--- src/rtl/dma_ac_pkg.sv ---
package dma_ac_pkg;
    typedef enum logic {
        PROG_ADDR = 1'b0,
        PROG_CNT  = 1'b1
    } prog_sel_e;
endpackage

--- src/rtl/dma_chan_state.sv ---
module dma_chan_state #(
    parameter int unsigned ADDR_W = 16,
    parameter int unsigned CNT_W  = 16
) (
    input  logic              clk,
    input  logic              rst_n,
    input  logic              addr_we_i,
    input  logic              cnt_we_i,
    input  logic [ADDR_W-1:0] addr_data_i,
    input  logic [CNT_W-1:0]  cnt_data_i,
    input  logic              mode_we_i,
    input  logic              autoinit_i,
    input  logic              down_i,
    input  logic              step_i,
    output logic [ADDR_W-1:0] cur_addr_o,
    output logic [CNT_W-1:0]  cur_cnt_o,
    output logic [ADDR_W-1:0] base_addr_o,
    output logic [CNT_W-1:0]  base_cnt_o,
    output logic              autoinit_o,
    output logic              tc_o
);
    typedef struct packed {
        logic [ADDR_W-1:0] base_addr;
        logic [ADDR_W-1:0] cur_addr;
        logic [CNT_W-1:0]  base_cnt;
        logic [CNT_W-1:0]  cur_cnt;
        logic              autoinit;
        logic              down;
    } chan_t;

    chan_t chan_d, chan_q;
    logic  last_xfer;
    logic [ADDR_W-1:0] addr_stepped;

    always_comb begin
        last_xfer    = step_i && (chan_q.cur_cnt == '0);
        addr_stepped = chan_q.down ? chan_q.cur_addr - 1'b1
                                   : chan_q.cur_addr + 1'b1;
        chan_d = chan_q;
        if (step_i) begin
            if (last_xfer && chan_q.autoinit) begin
                chan_d.cur_addr = chan_q.base_addr;
                chan_d.cur_cnt  = chan_q.base_cnt;
            end else begin
                chan_d.cur_addr = addr_stepped;
                chan_d.cur_cnt  = chan_q.cur_cnt - 1'b1;
            end
        end
        if (mode_we_i) begin
            chan_d.autoinit = autoinit_i;
            chan_d.down     = down_i;
        end
        if (addr_we_i) begin
            chan_d.base_addr = addr_data_i;
            chan_d.cur_addr  = addr_data_i;
        end
        if (cnt_we_i) begin
            chan_d.base_cnt = cnt_data_i;
            chan_d.cur_cnt  = cnt_data_i;
        end
    end

    always_ff @(posedge clk or negedge rst_n) begin
        if (!rst_n) chan_q <= '0;
        else        chan_q <= chan_d;
    end

    assign cur_addr_o  = chan_q.cur_addr;
    assign cur_cnt_o   = chan_q.cur_cnt;
    assign base_addr_o = chan_q.base_addr;
    assign base_cnt_o  = chan_q.base_cnt;
    assign autoinit_o  = chan_q.autoinit;
    assign tc_o        = last_xfer;


    cnt_dec_chk: assert property (@(posedge clk) disable iff (!rst_n)
        (step_i && !addr_we_i && !cnt_we_i && cur_cnt_o != '0)
        |=> cur_cnt_o == $past(cur_cnt_o) - 1'b1);


    reload_chk: assert property (@(posedge clk) disable iff (!rst_n)
        (tc_o && autoinit_o && !addr_we_i && !cnt_we_i)
        |=> (cur_addr_o == base_addr_o) && (cur_cnt_o == base_cnt_o));


    hold_chk: assert property (@(posedge clk) disable iff (!rst_n)
        (!step_i && !addr_we_i && !cnt_we_i)
        |=> $stable(cur_addr_o) && $stable(cur_cnt_o) && $stable(base_addr_o));
endmodule

--- src/rtl/dma_tc_track.sv ---
module dma_tc_track #(
    parameter int unsigned NUM_CH = 4
) (
    input  logic              clk,
    input  logic              rst_n,
    input  logic [NUM_CH-1:0] tc_i,
    input  logic [NUM_CH-1:0] autoinit_i,
    input  logic              status_rd_i,
    input  logic [NUM_CH-1:0] mask_clr_i,
    output logic [NUM_CH-1:0] tc_status_o,
    output logic [NUM_CH-1:0] mask_o
);
    typedef struct packed {
        logic [NUM_CH-1:0] tc;
        logic [NUM_CH-1:0] mask;
    } trk_t;

    trk_t trk_d, trk_q;

    always_comb begin
        trk_d      = trk_q;
        trk_d.tc   = (status_rd_i ? '0 : trk_q.tc) | tc_i;
        trk_d.mask = (trk_q.mask & ~mask_clr_i) | (tc_i & ~autoinit_i);
    end

    always_ff @(posedge clk or negedge rst_n) begin
        if (!rst_n) trk_q <= '{tc: '0, mask: '1};
        else        trk_q <= trk_d;
    end

    assign tc_status_o = trk_q.tc;
    assign mask_o      = trk_q.mask;


    tc_set_chk: assert property (@(posedge clk) disable iff (!rst_n)
        (tc_i != '0) |=> ((tc_status_o & $past(tc_i)) == $past(tc_i)));


    mask_set_chk: assert property (@(posedge clk) disable iff (!rst_n)
        ((tc_i & ~autoinit_i) != '0)
        |=> ((mask_o & $past(tc_i & ~autoinit_i)) == $past(tc_i & ~autoinit_i)));
endmodule

--- src/rtl/dma_ac_engine.sv ---
module dma_ac_engine #(
    parameter int unsigned NUM_CH = 4,
    parameter int unsigned ADDR_W = 16,
    parameter int unsigned CNT_W  = 16,
    localparam int unsigned CH_W   = (NUM_CH > 1) ? $clog2(NUM_CH) : 1,
    localparam int unsigned DATA_W = (ADDR_W > CNT_W) ? ADDR_W : CNT_W
) (
    input  logic              clk,
    input  logic              rst_n,
    input  logic              prog_we,
    input  logic [CH_W-1:0]   prog_ch,
    input  logic              prog_sel,
    input  logic [DATA_W-1:0] prog_data,
    input  logic              mode_we,
    input  logic [CH_W-1:0]   mode_ch,
    input  logic              mode_autoinit,
    input  logic              mode_down,
    input  logic              xfer,
    input  logic [CH_W-1:0]   xfer_ch,
    output logic [ADDR_W-1:0] xfer_addr,
    output logic              eop,
    input  logic              status_rd,
    output logic [NUM_CH-1:0] tc_status,
    input  logic [NUM_CH-1:0] mask_clr,
    output logic [NUM_CH-1:0] req_mask,
    input  logic [CH_W-1:0]   rd_ch,
    output logic [ADDR_W-1:0] rd_cur_addr,
    output logic [CNT_W-1:0]  rd_cur_cnt,
    output logic [ADDR_W-1:0] rd_base_addr,
    output logic [CNT_W-1:0]  rd_base_cnt
);
    import dma_ac_pkg::*;

    logic [ADDR_W-1:0] cur_addr_a  [NUM_CH];
    logic [CNT_W-1:0]  cur_cnt_a   [NUM_CH];
    logic [ADDR_W-1:0] base_addr_a [NUM_CH];
    logic [CNT_W-1:0]  base_cnt_a  [NUM_CH];
    logic [NUM_CH-1:0] tc_vec;
    logic [NUM_CH-1:0] auto_vec;
    logic              xfer_ok;
    prog_sel_e         sel;

    assign sel     = prog_sel_e'(prog_sel);
    assign xfer_ok = xfer && !req_mask[xfer_ch] && !(prog_we && (prog_ch == xfer_ch));

    for (genvar g = 0; g < NUM_CH; g++) begin : g_chan
        logic chan_sel_prog;
        assign chan_sel_prog = prog_we && (prog_ch == CH_W'(g));

        dma_chan_state #(
            .ADDR_W(ADDR_W),
            .CNT_W (CNT_W)
        ) i_chan (
            .clk        (clk),
            .rst_n      (rst_n),
            .addr_we_i  (chan_sel_prog && (sel == PROG_ADDR)),
            .cnt_we_i   (chan_sel_prog && (sel == PROG_CNT)),
            .addr_data_i(prog_data[ADDR_W-1:0]),
            .cnt_data_i (prog_data[CNT_W-1:0]),
            .mode_we_i  (mode_we && (mode_ch == CH_W'(g))),
            .autoinit_i (mode_autoinit),
            .down_i     (mode_down),
            .step_i     (xfer_ok && (xfer_ch == CH_W'(g))),
            .cur_addr_o (cur_addr_a[g]),
            .cur_cnt_o  (cur_cnt_a[g]),
            .base_addr_o(base_addr_a[g]),
            .base_cnt_o (base_cnt_a[g]),
            .autoinit_o (auto_vec[g]),
            .tc_o       (tc_vec[g])
        );
    end

    dma_tc_track #(
        .NUM_CH(NUM_CH)
    ) i_track (
        .clk        (clk),
        .rst_n      (rst_n),
        .tc_i       (tc_vec),
        .autoinit_i (auto_vec),
        .status_rd_i(status_rd),
        .mask_clr_i (mask_clr),
        .tc_status_o(tc_status),
        .mask_o     (req_mask)
    );

    assign xfer_addr    = cur_addr_a[xfer_ch];
    assign eop          = |tc_vec;
    assign rd_cur_addr  = cur_addr_a[rd_ch];
    assign rd_cur_cnt   = cur_cnt_a[rd_ch];
    assign rd_base_addr = base_addr_a[rd_ch];
    assign rd_base_cnt  = base_cnt_a[rd_ch];


    eop_single_chk: assert property (@(posedge clk) disable iff (!rst_n)
        $onehot0(tc_vec));


    masked_quiet_chk: assert property (@(posedge clk) disable iff (!rst_n)
        (xfer && req_mask[xfer_ch]) |-> !eop);
endmodule

--- config.mk ---
export PLATFORM = sky130hd
export DESIGN_NAME = dma_ac_engine
export DESIGN_NICKNAME = d
export VERILOG_FILES = /design/src/rtl/dma_ac_pkg.sv /design/src/rtl/dma_chan_state.sv /design/src/rtl/dma_tc_track.sv /design/src/rtl/dma_ac_engine.sv
export SDC_FILE = /design/constraint.sdc
export NUM_CORES = 1
export LEC_CHECK = 0
export BUFFER_PORTS_ARGS = -buffer_cell sky130_fd_sc_hd__buf_2
export CORE_UTILIZATION = 50
export DETAILED_ROUTE_END_ITERATION = 10
export PLACE_DENSITY_LB_ADDON = 0.08
export SLEW_MARGIN = 10
export SYNTH_ARGS = -nofsm -noshare
export SYNTH_HDL_FRONTEND = slang
export SYNTH_SLANG_ARGS = --single-unit
--- constraint.sdc ---
create_clock -name clk -period 8.72 [get_ports clk]
set_clock_uncertainty 0.2 [all_clocks]
set_input_delay 2.616 -clock clk [delete_from_list [all_inputs] [get_ports clk]]
set_output_delay 2.616 -clock clk [all_outputs]
set_load 0.03 [all_outputs]
==> out/results.txt, run 1 <==
I/O pins - 126
Warnings, synthesis - 0
Synth Register Bits - 272
Final WL - 67,900 um
Clock Path Buffers - 3
Max_cap viols - 0
WL/cell - 26.4 um
Kind of critical path - input pin to primary output
Achievable clock frequency - 0.134 GHz
Post-Syn Area per Cell - 8.79 um2
Highest-delay cell along the critical path - buf_4
Remaining DRCs - 0
Critical path capture point type - primary output
Most Crowded Layer GR - met1
Final-report setup violation count - 0
Final hold vios - 0
Tightest Hold Check Type - flip-flop to flip-flop
Clk_lat worst skew - 550 ps
Largest net degree at the start of global routing - 73
FILL cells - 3,123
Area Growth Syn to Fin - 12.0%
DR vias - 16,900
Placed instance area - 18,700 um2
PD cells - 330 nW/um2
Layout cell share with drive strength beyond 1 - 0.159
Root buffer cell - clkbuf_16
Met2 Use GR - 0.528
Static leakage - 8.95 nW
First-pass detailed-route iteration total - 5
Fin util - 0.572
Crit path largest cell delay - 370 ps
Clock period minus worst slack - 7490 ps
GR Layer Usage met1 - 0.554
Die span in x - 190 um
Crit-path max FO - 31
First-pass GRT wire length - 101,000 um
Post-CTS Resized - 0
CP Cell Sequence - buf_2 -> nor2b_1 -> o21ai_1 -> nor3_2 -> buf_4 -> and2_1 -> nand3_1 -> nand4_1 -> buf_2
Async S/R FF share, synth - 1.00
WP data required - 5900 ps
Post-synth cell types - 85
Most frequent cells in the layout - nand2_1 (515), dfrtp_1 (268), nor2_1 (153), o21ai_0 (148), a21oi_1 (131)
Worst setup SP type - input pin
Initial core utilization - 0.511
Die area - 36,200 um2
Post-CTS Setup Inserts - 0
GPL Wtd Cong - 0.980
Syn Inst Count - 2,018
Post-synth net total - 2,123
RSZ-0062 raised after global routing - false
Max-slew violations - 0
Slew headroom - 0.235
EDFF count, synth - 0
NumNets Final - 2,191
Most common cell after layout, fill and taps aside - nand2_1
GR Util met3 - 0.119
Clk sinks - 272
Sequential area share after synthesis - 0.384
H-tree Lvls - 2
Final setup TNS - 0 ps
Die H - 190 um
Top_reg_cell synth - dfrtp_1
Tot GR Track Use - 0.380
CTS tree - built
Most frequent CP cell - buf_2
Initial drt markers - 1,812
Row count - 68
Worst slew pin tran - 1140 ps
Cts-stage hold buffer count - 0
GR Overflow Total - 0
Status - finished clean
Core area - 34,700 um2
Share of the clock period used by the worst path - 0.859
Clk pin slew, worst setup/hold paths - 60 ps
Synthesized area - 17,700 um2
Vias/cell - 6.58
CTS buffer count - 34
Initial antenna violation count - 6
Port Buffers - 125
Max IR drop VDD - 0.000215 V
Design area - 19,900 um2
Antenna-violating nets left - 0
Vias in the first global route - 15,400
Critical Path AT - 4670 ps
Detailed placer's ending HPWL - 49,100 um
final timing paths:
check,end,slack [ps],cells after the start,start
hold / removal,i_track.mask_o[3],260,1,g_chan[3].i_chan.autoinit_o
hold reg to reg,i_track.mask_o[3],260,1,g_chan[3].i_chan.autoinit_o
setup / recovery,eop,1230,9,xfer_ch[1]
min in group asynchronous,g_chan[1].i_chan.cur_cnt_o[4],1820,1,rst_n
setup reg to reg,g_chan[3].i_chan.cur_addr_o[15],5230,8,g_chan[3].i_chan.chan_q[0]
max in group asynchronous,g_chan[2].i_chan.base_addr_o[5],5090,2,rst_n
flip-flops by register name, summed over array words and instances, names as in the netlist:
signal,count
g_chan.i_chan.cur_addr_o,64
g_chan.i_chan.chan_q,4
g_chan.i_chan.base_cnt_o,64
i_track.mask_o,4
g_chan.i_chan.base_addr_o,64
g_chan.i_chan.autoinit_o,4
g_chan.i_chan.cur_cnt_o,64
i_track.tc_status_o,4
synthesized netlist by cell type (14+ instances only):
cell type  instances  share of area
a211oi_1          17         0.0072
a21o_1            20         0.0085
a21oi_1          131          0.037
a31oi_1           25         0.0088
and3_1            14         0.0049
buf_2             15         0.0042
clkbuf_1          84          0.018
dfrtp_1          268           0.38
ha_1              64          0.045
inv_1             33         0.0070
mux4_2            79           0.10
nand2_1          515           0.11
nand3_1           45          0.013
nor2_1           153          0.032
nor3_1            27         0.0076
o211ai_1          39          0.017
o21ai_0          148          0.042
o22ai_1           40          0.014
or3_1             14         0.0049
xnor2_1           30          0.015
xor2_1            28          0.014
metrics by stage:
step           hold slack, ps  instances  setup WS (ps)  total power, mW
4_1_cts                   259       2567           1310             6.49
3_3_place_gp              258       2505           1340             4.91
5_1_grt                   308       2569           1130             6.91
2_1_floorplan             226       2018           1500             4.06
6_report                  264       2572           1230             6.56
3_5_place_dp              254       2505           1320             4.97
layout make-up:
cell class              instances  area [um2]  share of cell area
diodes                          5        12.5            0.000630
clock buffers                  49        1020              0.0514
flip-flops and latches        272        6810               0.343
multi-input cells            1590       10300               0.519
well taps                     455         569              0.0287
inverters                      34         128             0.00642
clock inverters                13         168             0.00844
repair buffers                154         856              0.0431
kinds of logic (layout without fill, tap and decap cells):
family                     after synthesis  after routing  synth area share
AOI/OAI and AO/OA                      510            510             0.177
buffers and inverters                  156            250            0.0379
muxes                                   96             96             0.111
adders and majority gates               68             68            0.0497
other                                    0              5                 0
and+or+nand+nor                        857            857             0.210
xor gates and xnor gates                59             59            0.0296
DFF                                    272            272             0.384
where the power goes:
part,switching (mW),internal (mW)
clock,0.582,0.933
sequential,0.722,1.60
combinational,1.54,1.18
total,2.85,3.71
worst max-delay path, delay by kind of cell:
family          cells  cell delay (ps)
simple gates        5             1010
compound gates      1              160
buf+inv             3              860
layer usage:
metal / wire length, um / up-vias
met3: 8140 / 154
met5: 12 / -
met2: 28600 / 909
met4: 2250 / 2
li1: - / 7403
met1: 28900 / 8450
(Power assumes the default switching activity.)
==> inputs of run 2 (changes only) <==
--- a/config.mk
+++ b/config.mk
@@ -7,6 +7,7 @@
 export LEC_CHECK = 0
 export BUFFER_PORTS_ARGS = -buffer_cell sky130_fd_sc_hd__buf_2
 export CORE_UTILIZATION = 50
+export CTS_BUF_LIST = sky130_fd_sc_hd__clkbuf_4 sky130_fd_sc_hd__clkbuf_8 sky130_fd_sc_hd__clkbuf_16
 export DETAILED_ROUTE_END_ITERATION = 10
 export PLACE_DENSITY_LB_ADDON = 0.08
 export SLEW_MARGIN = 10
==> out/results.txt, run 2 (synthesized netlist as in run 1, its figures left out) <==
FILL cells - 3,122
Critical path capture point type - primary output
Max_cap viols - 0
Die H - 190 um
Worst slew pin tran - 1140 ps
Status - finished clean
First-pass detailed-route iteration total - 5
Area Growth Syn to Fin - 12.1%
First-pass GRT wire length - 101,000 um
Fin util - 0.573
CTS buffer count - 34
Max IR drop VDD - 0.000215 V
GPL Wtd Cong - 0.980
Crit-path max FO - 31
Tot GR Track Use - 0.379
WP data required - 5900 ps
Row count - 68
CTS tree - built
Kind of critical path - input pin to primary output
Placed instance area - 18,700 um2
Place WS - 1320 ps
Largest net degree at the start of global routing - 73
Detailed placer's ending HPWL - 49,100 um
Clk sinks - 272
Fin cells - 2,571
Crit path largest cell delay - 370 ps
Share of the clock period used by the worst path - 0.858
Vias/cell - 6.56
Core area - 34,700 um2
Vias in the first global route - 15,400
Port Buffers - 125
Final setup TNS - 0 ps
PD cells - 331 nW/um2
WL/cell - 26.3 um
Initial antenna violation count - 7
CP Cell Sequence - buf_2 -> nor2b_1 -> o21ai_1 -> nor3_2 -> buf_4 -> and2_1 -> nand3_1 -> nand4_1 -> buf_2
Clk_lat worst skew - 550 ps
Max-slew violations - 0
Design area - 19,900 um2
DR vias - 16,900
Root buffer cell - clkbuf_16
Overall power - 6.58 mW
Min Hold Slack - 262 ps
Final hold vios - 0
Multi-input gate area - 10,300 um2
Most frequent cells in the layout - nand2_1 (515), dfrtp_1 (268), nor2_1 (153), o21ai_0 (148), a21oi_1 (131)
Die span in x - 190 um
I/O pins - 126
Placed insts - 2,505
Remaining DRCs - 0
Clock Path Buffers - 3
Most common cell after layout, fill and taps aside - nand2_1
Reg area - 6810 um2
Final WL - 67,700 um
Layout cell share with drive strength beyond 1 - 0.162
Most frequent CP cell - buf_2
Tightest Hold Check Type - flip-flop to flip-flop
Achievable clock frequency - 0.134 GHz
Cts-stage hold buffer count - 0
Die area - 36,200 um2
H-tree Lvls - 2
Worst setup SP type - input pin
Final-report setup violation count - 0
Clk pin slew, worst setup/hold paths - 60 ps
Highest-delay cell along the critical path - buf_4
Critical Path AT - 4660 ps
Antenna-violating nets left - 0
NumNets Final - 2,191
Initial drt markers - 1,706
Post-CTS Resized - 0
Initial core utilization - 0.511
Slew headroom - 0.237
RSZ-0062 raised after global routing - false
GR Overflow Total - 0
Post-CTS Setup Inserts - 0
Clock period minus worst slack - 7480 ps
Static leakage - 8.97 nW
Worst setup margin - 1240 ps
run 2: layer usage:
layer | track usage | share of wire | wire length (um)
met1 | 0.558 | 0.42 | 28200
met3 | 0.114 | 0.13 | 8670
met4 | 0.126 | 0.031 | 2100
met2 | 0.529 | 0.42 | 28700
met5 | 0 | 0.00028 | 19
run 2: worst max-delay path: cells and delay by family:
kind	cells	cell delay [ps]
buffers and inverters	3	860
AO/OA/AOI/OAI	1	160
AND/OR/NAND/NOR	5	1010
run 2: path summary, 6_finish.rpt:
path / from / to / slack (ps) / depth (start not counted)
setup / recovery: xfer_ch[1] / eop / 1240 / 9
hold / removal: g_chan[3].i_chan.autoinit_o / i_track.mask_o[3] / 260 / 1
setup reg to reg: g_chan[0].i_chan.chan_q[0] / g_chan[0].i_chan.cur_addr_o[15] / 5260 / 9
hold reg to reg: g_chan[3].i_chan.autoinit_o / i_track.mask_o[3] / 260 / 1
max in group asynchronous: rst_n / g_chan[3].i_chan.base_addr_o[4] / 5100 / 2
min in group asynchronous: rst_n / g_chan[1].i_chan.cur_cnt_o[4] / 1820 / 1
run 2: layout make-up:
type | instances | area share
timing repair buffer | 154 | 0.0430
clock buffer | 49 | 0.0526
antenna | 4 | 0.000503
multi-input combinational | 1590 | 0.518
tap | 455 | 0.0286
clock inverter | 13 | 0.00843
inverter | 34 | 0.00642
sequential | 272 | 0.342
run 2: report_power, final:
group          switching, mW  internal [mW]
logic                   1.55           1.18
clock network          0.579          0.955
registers              0.722           1.60
total                   2.85           3.73
